$ cat config.mk
export PLATFORM = sky130hd
export DESIGN_NAME = phy_creg_bridge
export DESIGN_NICKNAME = d
export VERILOG_FILES = /design/src/rtl/creg_bridge_pkg.sv /design/src/rtl/creg_regs.sv /design/src/rtl/creg_seq.sv /design/src/rtl/phy_creg_bridge.sv
export SDC_FILE = /design/constraint.sdc
export NUM_CORES = 1
export LEC_CHECK = 0
export ABC_AREA = 1
export BUFFER_PORTS_ARGS = -buffer_cell sky130_fd_sc_hd__buf_2
export CAP_MARGIN = 30
export CORE_MARGIN = 10
export CORE_UTILIZATION = 44
export DETAILED_ROUTE_END_ITERATION = 8
export GPL_TIMING_DRIVEN = 0
export PLACE_DENSITY = 0.86
export SYNTH_ARGS = -nofsm -noshare
export SYNTH_HDL_FRONTEND = slang
export SYNTH_SLANG_ARGS = --single-unit
$ cat constraint.sdc
create_clock -name clk -period 1.3 [get_ports clk]
set_input_delay 0.065 -clock clk [delete_from_list [all_inputs] [get_ports clk]]
set_output_delay 0.065 -clock clk [all_outputs]
set_load 0.005 [all_outputs]
$ cat src/rtl/creg_bridge_pkg.sv
package creg_bridge_pkg;

    localparam int unsigned HOST_AW = 6;

    localparam logic [HOST_AW-1:0] OFS_STAGE = 6'h0C;
    localparam logic [HOST_AW-1:0] OFS_RESULT = 6'h10;
    localparam logic [HOST_AW-1:0] OFS_CAPA = 6'h14;
    localparam logic [HOST_AW-1:0] OFS_CAPD = 6'h18;
    localparam logic [HOST_AW-1:0] OFS_READ = 6'h1C;
    localparam logic [HOST_AW-1:0] OFS_WRITE = 6'h20;

    typedef enum logic [1:0] {
        OP_CAPA  = 2'd0,
        OP_CAPD  = 2'd1,
        OP_READ  = 2'd2,
        OP_WRITE = 2'd3
    } op_e;

    typedef enum logic [1:0] {
        ST_IDLE    = 2'd0,
        ST_REQ     = 2'd1,
        ST_RELEASE = 2'd2
    } state_e;

endpackage

$ cat src/rtl/creg_regs.sv
module creg_regs
    import creg_bridge_pkg::*;
#(
    parameter int unsigned AW = 6,
    parameter int unsigned DW = 32,
    parameter int unsigned CW = 16
) (
    input  logic          clk,
    input  logic          rst_n,
    input  logic          host_we,
    input  logic [AW-1:0] host_addr,
    input  logic [DW-1:0] host_wdata,
    output logic [DW-1:0] host_rdata,
    input  logic          busy,
    input  op_e           op_q,
    input  logic          dout_load,
    input  logic [CW-1:0] phy_rdata,
    output logic [CW-1:0] stage_q,
    output logic          start,
    output op_e           start_op
);

    localparam int unsigned PAD = DW - CW;

    logic [CW-1:0] result_q;
    logic          is_cmd;

    always_comb begin
        is_cmd   = 1'b1;
        start_op = OP_CAPA;
        unique case (host_addr)
            OFS_CAPA:  start_op = OP_CAPA;
            OFS_CAPD:  start_op = OP_CAPD;
            OFS_READ:  start_op = OP_READ;
            OFS_WRITE: start_op = OP_WRITE;
            default:   is_cmd = 1'b0;
        endcase
    end

    assign start = host_we && is_cmd && host_wdata[0] && !busy;

    always_ff @(posedge clk) begin
        if (!rst_n) begin
            stage_q  <= '0;
            result_q <= '0;
        end else begin
            if (host_we && (host_addr == OFS_STAGE) && !busy)
                stage_q <= host_wdata[CW-1:0];
            if (dout_load)
                result_q <= phy_rdata;
        end
    end

    always_comb begin
        host_rdata = '0;
        unique case (host_addr)
            OFS_STAGE:  host_rdata = {{PAD{1'b0}}, stage_q};
            OFS_RESULT: host_rdata = {{PAD{1'b0}}, result_q};
            OFS_CAPA:   host_rdata[0] = busy && (op_q == OP_CAPA);
            OFS_CAPD:   host_rdata[0] = busy && (op_q == OP_CAPD);
            OFS_READ:   host_rdata[0] = busy && (op_q == OP_READ);
            OFS_WRITE:  host_rdata[0] = busy && (op_q == OP_WRITE);
            default:    host_rdata = '0;
        endcase
    end


    stage_hold_chk: assert property (@(posedge clk) disable iff (!rst_n)
        busy |=> $stable(stage_q));


    result_hold_chk: assert property (@(posedge clk) disable iff (!rst_n)
        !dout_load |=> $stable(result_q));

endmodule

$ cat src/rtl/creg_seq.sv
module creg_seq
    import creg_bridge_pkg::*;
#(
    parameter bit DISCARD_STALE = 1'b1
) (
    input  logic clk,
    input  logic rst_n,
    input  logic start,
    input  op_e  start_op,
    input  logic phy_ack,
    output logic busy,
    output op_e  op_q,
    output logic dout_load,
    output logic req_addr,
    output logic req_data,
    output logic req_rd,
    output logic req_wr
);

    state_e state_q, state_d;
    logic   stale_q;
    logic   discard_q;
    logic   ack_in_req;

    assign ack_in_req = (state_q == ST_REQ) && phy_ack;

    always_comb begin
        state_d = state_q;
        unique case (state_q)
            ST_IDLE:    if (start) state_d = ST_REQ;
            ST_REQ:     if (phy_ack) state_d = ST_RELEASE;
            ST_RELEASE: if (!phy_ack) state_d = discard_q ? ST_REQ : ST_IDLE;
            default:    state_d = ST_IDLE;
        endcase
    end

    always_ff @(posedge clk) begin
        if (!rst_n) begin
            state_q   <= ST_IDLE;
            op_q      <= OP_CAPA;
            stale_q   <= 1'b0;
            discard_q <= 1'b0;
        end else begin
            state_q <= state_d;
            if (state_q == ST_IDLE && start) begin
                op_q      <= start_op;
                discard_q <= DISCARD_STALE && stale_q && (start_op == OP_READ);
            end
            if (state_q == ST_RELEASE && !phy_ack)
                discard_q <= 1'b0;
            if (ack_in_req && op_q == OP_CAPA)
                stale_q <= 1'b1;
            else if (dout_load)
                stale_q <= 1'b0;
        end
    end

    always_comb begin
        busy      = (state_q != ST_IDLE);
        req_addr  = (state_q == ST_REQ) && (op_q == OP_CAPA);
        req_data  = (state_q == ST_REQ) && (op_q == OP_CAPD);
        req_rd    = (state_q == ST_REQ) && (op_q == OP_READ);
        req_wr    = (state_q == ST_REQ) && (op_q == OP_WRITE);
        dout_load = ack_in_req && (op_q == OP_READ) && !discard_q;
    end


    one_req_chk: assert property (@(posedge clk) disable iff (!rst_n)
        $onehot0({req_addr, req_data, req_rd, req_wr}));


    req_hold_chk: assert property (@(posedge clk) disable iff (!rst_n)
        ((req_addr | req_data | req_rd | req_wr) && !phy_ack)
        |=> (req_addr | req_data | req_rd | req_wr));


    req_drop_chk: assert property (@(posedge clk) disable iff (!rst_n)
        ((req_addr | req_data | req_rd | req_wr) && phy_ack)
        |=> !(req_addr | req_data | req_rd | req_wr));


    no_start_busy_chk: assert property (@(posedge clk) disable iff (!rst_n)
        busy |-> !start);


    idle_quiet_chk: assert property (@(posedge clk) disable iff (!rst_n)
        !busy |-> !(req_addr | req_data | req_rd | req_wr));

endmodule

$ cat src/rtl/phy_creg_bridge.sv
module phy_creg_bridge
    import creg_bridge_pkg::*;
#(
    parameter int unsigned AW = 6,
    parameter int unsigned DW = 32,
    parameter int unsigned CW = 16,
    parameter bit DISCARD_STALE = 1'b1
) (
    input  logic          clk,
    input  logic          rst_n,
    input  logic          host_we,
    input  logic [AW-1:0] host_addr,
    input  logic [DW-1:0] host_wdata,
    output logic [DW-1:0] host_rdata,
    output logic          phy_req_addr,
    output logic          phy_req_data,
    output logic          phy_req_rd,
    output logic          phy_req_wr,
    output logic [CW-1:0] phy_wdata,
    input  logic [CW-1:0] phy_rdata,
    input  logic          phy_ack
);

    logic busy;
    logic start;
    logic dout_load;
    op_e  op_q;
    op_e  start_op;

    creg_regs #(.AW(AW), .DW(DW), .CW(CW)) regs_i (
        .clk        (clk),
        .rst_n      (rst_n),
        .host_we    (host_we),
        .host_addr  (host_addr),
        .host_wdata (host_wdata),
        .host_rdata (host_rdata),
        .busy       (busy),
        .op_q       (op_q),
        .dout_load  (dout_load),
        .phy_rdata  (phy_rdata),
        .stage_q    (phy_wdata),
        .start      (start),
        .start_op   (start_op)
    );

    creg_seq #(.DISCARD_STALE(DISCARD_STALE)) seq_i (
        .clk       (clk),
        .rst_n     (rst_n),
        .start     (start),
        .start_op  (start_op),
        .phy_ack   (phy_ack),
        .busy      (busy),
        .op_q      (op_q),
        .dout_load (dout_load),
        .req_addr  (phy_req_addr),
        .req_data  (phy_req_data),
        .req_rd    (phy_req_rd),
        .req_wr    (phy_req_wr)
    );

endmodule

==> flow_summary.toml <==
[outcome]
status = "complete, no violations"

[clock_tree]
ctsHtreeMaxLevel = 2
clockBufferDepth = 2
cts_buffers = 5
cts_root_buf = "clkbuf_8"
cts_tree = "built"
clk-insertion-delay-late_ns = 0.31
cts.sinks = 38
clk_pin_slew_ns = 0.08

[power]
power.switching_mw = 0.596
peakVddDrop_v = 0.000916
p_leak_nw = 1.35
power.total_mw = 2.47
p_comb_share_pct = 10.6
p_int_mw = 1.87
power_frac_clock_pct = 41.8
switching_share_pct = 24.1
seqPwrFrac_pct = 47.7
power.density_nw_per_um2 = 902

[timing]
setup_violations = 0
hold_viol_final = 0
fmax_mhz = 786
hold_ws_ns = 0.00113
fin_crit_sh_pct = 97.9
final.setup.tns_ns = 0
finalCriticalPeriod_ns = 1.27
slew_viol_final = 0
finalClockSkew_ns = 0.0104
rsz0062_at_grt = "true"

[finish]
nFillCells = 378
synthToLayoutAreaGrowth_pct = 39.4
seqCellArea_um2 = 767
drive_above_1_share_pct = 34.8
num_antenna_cells = 0
nets = 451
multi_input_area_um2 = 936

[global_route]
grt_pass1_vias = 2177
grt_pass1_wl_um = 9790
grt.total_usage_pct = 16.0
grt_max_degree = 14
antenna_found_initial = 0
grt.overflow.total = 0

[worst_setup_path]
cp.required_ns = 1.24
critPathBufInv = 2
ff2ff_setup_slack_ns = 0.06
critical_path.top_delay_family = "flip-flops"
worst-setup-path-type = "reg -> out"
worstPathArrival_ns = 1.21
cpMostUsedCell = "nand2_1"
startpoint_type = "flip-flop"
slowest_stage = "dfxtp_4"
cp-end-kind = "primary output"
critPathMaxFanout = 4
cpPeakStageDelay_ns = 0.37
crit_chain = "inv_2, nand2_2, nor2_1, nor2_1, nand2_1, nand2_1, nand2_1, buf_2"

[floorplanning]
chipHeight_um = 86.8
die_area_um2 = 7530
rows = 24
die_x_um = 86.8
ios = 110
core_area_um2 = 4320
initial_utilization_pct = 45.4

[synthesis]
syn_inst = 280
avgSynthCellArea_um2 = 7.01
yosysTopAreaCell = "dfxtp_1"
yosys_warnings = 0
ys_types = 24
synth.area.top_cells = "dfxtp_1 (39%), o21ai_0 (11%), nor2_1 (9.8%), buf_4 (6.9%), nand2_1 (6.9%)"
synth_area_um2 = 1960
ys_ff_latch = 38
yosysSeqAreaShare_pct = 38.8
yosysTopAreaCellShare_pct = 38.8

[routing]
avgViaCountPerCell = 4.83
antenna_left = 0
routed_wl_um = 6220
drt_iter0_markers = 143
first_pass_iters = 5
drc = 0
wl_per_cell_um = 13.9
num_vias = 2154

[placement]
gp_congestion = 0.806
post-dp-hpwl_um = 4630
io_buffers = 77

[hold_path]
hold_path.class = "in -> reg"

[run]
cap_violations = 0
[synth_stat cells (all sizes together)]
cell type	count
a21oi	23
nand2	42
inv	33
buf	24
and2	1
clkbuf	2
nand3	10
o21ai	48
nor2	57
conb	1
dfxtp	38
a211oi	1
[power by group through the flow]
stage | combinational, mW | clock [mW] | sequential, mW
6_report | 0.261 | 1.03 | 1.18
3_5_place_dp | 0.224 | 0 | 1.20
2_1_floorplan | 0.130 | 0 | 1.20
4_1_cts | 0.254 | 1.02 | 1.18
3_3_place_gp | 0.219 | 0 | 1.20
5_1_grt | 0.291 | 1.06 | 1.18
[cell usage in the layout (no fill, tap or decap), drive strengths merged]
cell type / n
nand2: 42
nand3: 10
bufinv: 1
dlygate4sd3: 12
conb: 16
a21oi: 23
clkinvlp: 3
buf: 103
dfxtp: 38
nor2: 57
and2: 1
a211oi: 1
inv: 32
clkbuf: 7
o21ai: 48
[layer usage]
metal  GRT usage (%)  part of all wire [%]  vias up
li1                -                     -     1083
met2            27.0                    48      102
met3            7.13                    11       21
met4            7.66                   3.8        0
met1            16.4                    37      948
met5               0                     0        -
[flip-flops by register name, summed over array words and instances (netlist names)]
name             cells
seq_i.stale_q        1
seq_i.state_q        2
seq_i.op_q           2
regs_i.stage_q      16
seq_i.discard_q      1
regs_i.result_q     16
[worst paths after layout]
check / start / cells past startpoint / endpoint
max: seq_i.op_q[0] / 8 / host_rdata[0]
min: host_wdata[10] / 3 / regs_i.stage_q[10]
max reg2reg: seq_i.state_q[0] / 7 / regs_i.stage_q[14]
min reg2reg: regs_i.result_q[2] / 2 / regs_i.result_q[2]
[tightest hold or removal path, cell delays in order]
cell and delay (ns):
buf_2 0.08, nor2_1 0.03, nor2_1 0.09
[cell type report]
type                            count  share of cell area (%)
Inverter                           33                    4.76
Buffer                             26                    7.41
Tap cell                           52                    2.38
Timing Repair Buffer               91                    19.0
Clock inverter                      3                    1.65
Sequential cell                    38                    28.0
Clock buffer                        5                    2.52
Multi-Input combinational cell    198                    34.2
[what timing repair did]
item | 4_1_cts | 5_1_grt
endpoints found under the hold margin | 12 | 0
pin swaps | 1 | 7
resized for setup | 4 | 10
setup endpoints to repair | 2 | 33
hold buffers | 12 | 0
buffers inserted | 0 | 2
[per-stage QoR]
step	setup slack [ns]	cells	instance area, um^2	util, %
after floorplan	0.174	295	2020	-
after global placement	0.0659	424	2470	57.1
after detailed placement	0.0388	424	2470	57.1
after CTS	0.000674	444	2710	62.7
after global routing	-0.0515	446	2740	63.3
final	0.0278	446	2740	63.3
[cells by family (layout without fill, tap and decap cells)]
kind of cell,count (synthesis),in the layout,share of synthesized area [%]
compound gates,72,72,18.5
flops,38,38,38.8
simple gates,110,110,25.8
other cells,1,16,0.191
buf+inv,59,158,16.8
No activity file was read; power rests on OpenSTA's default activity.
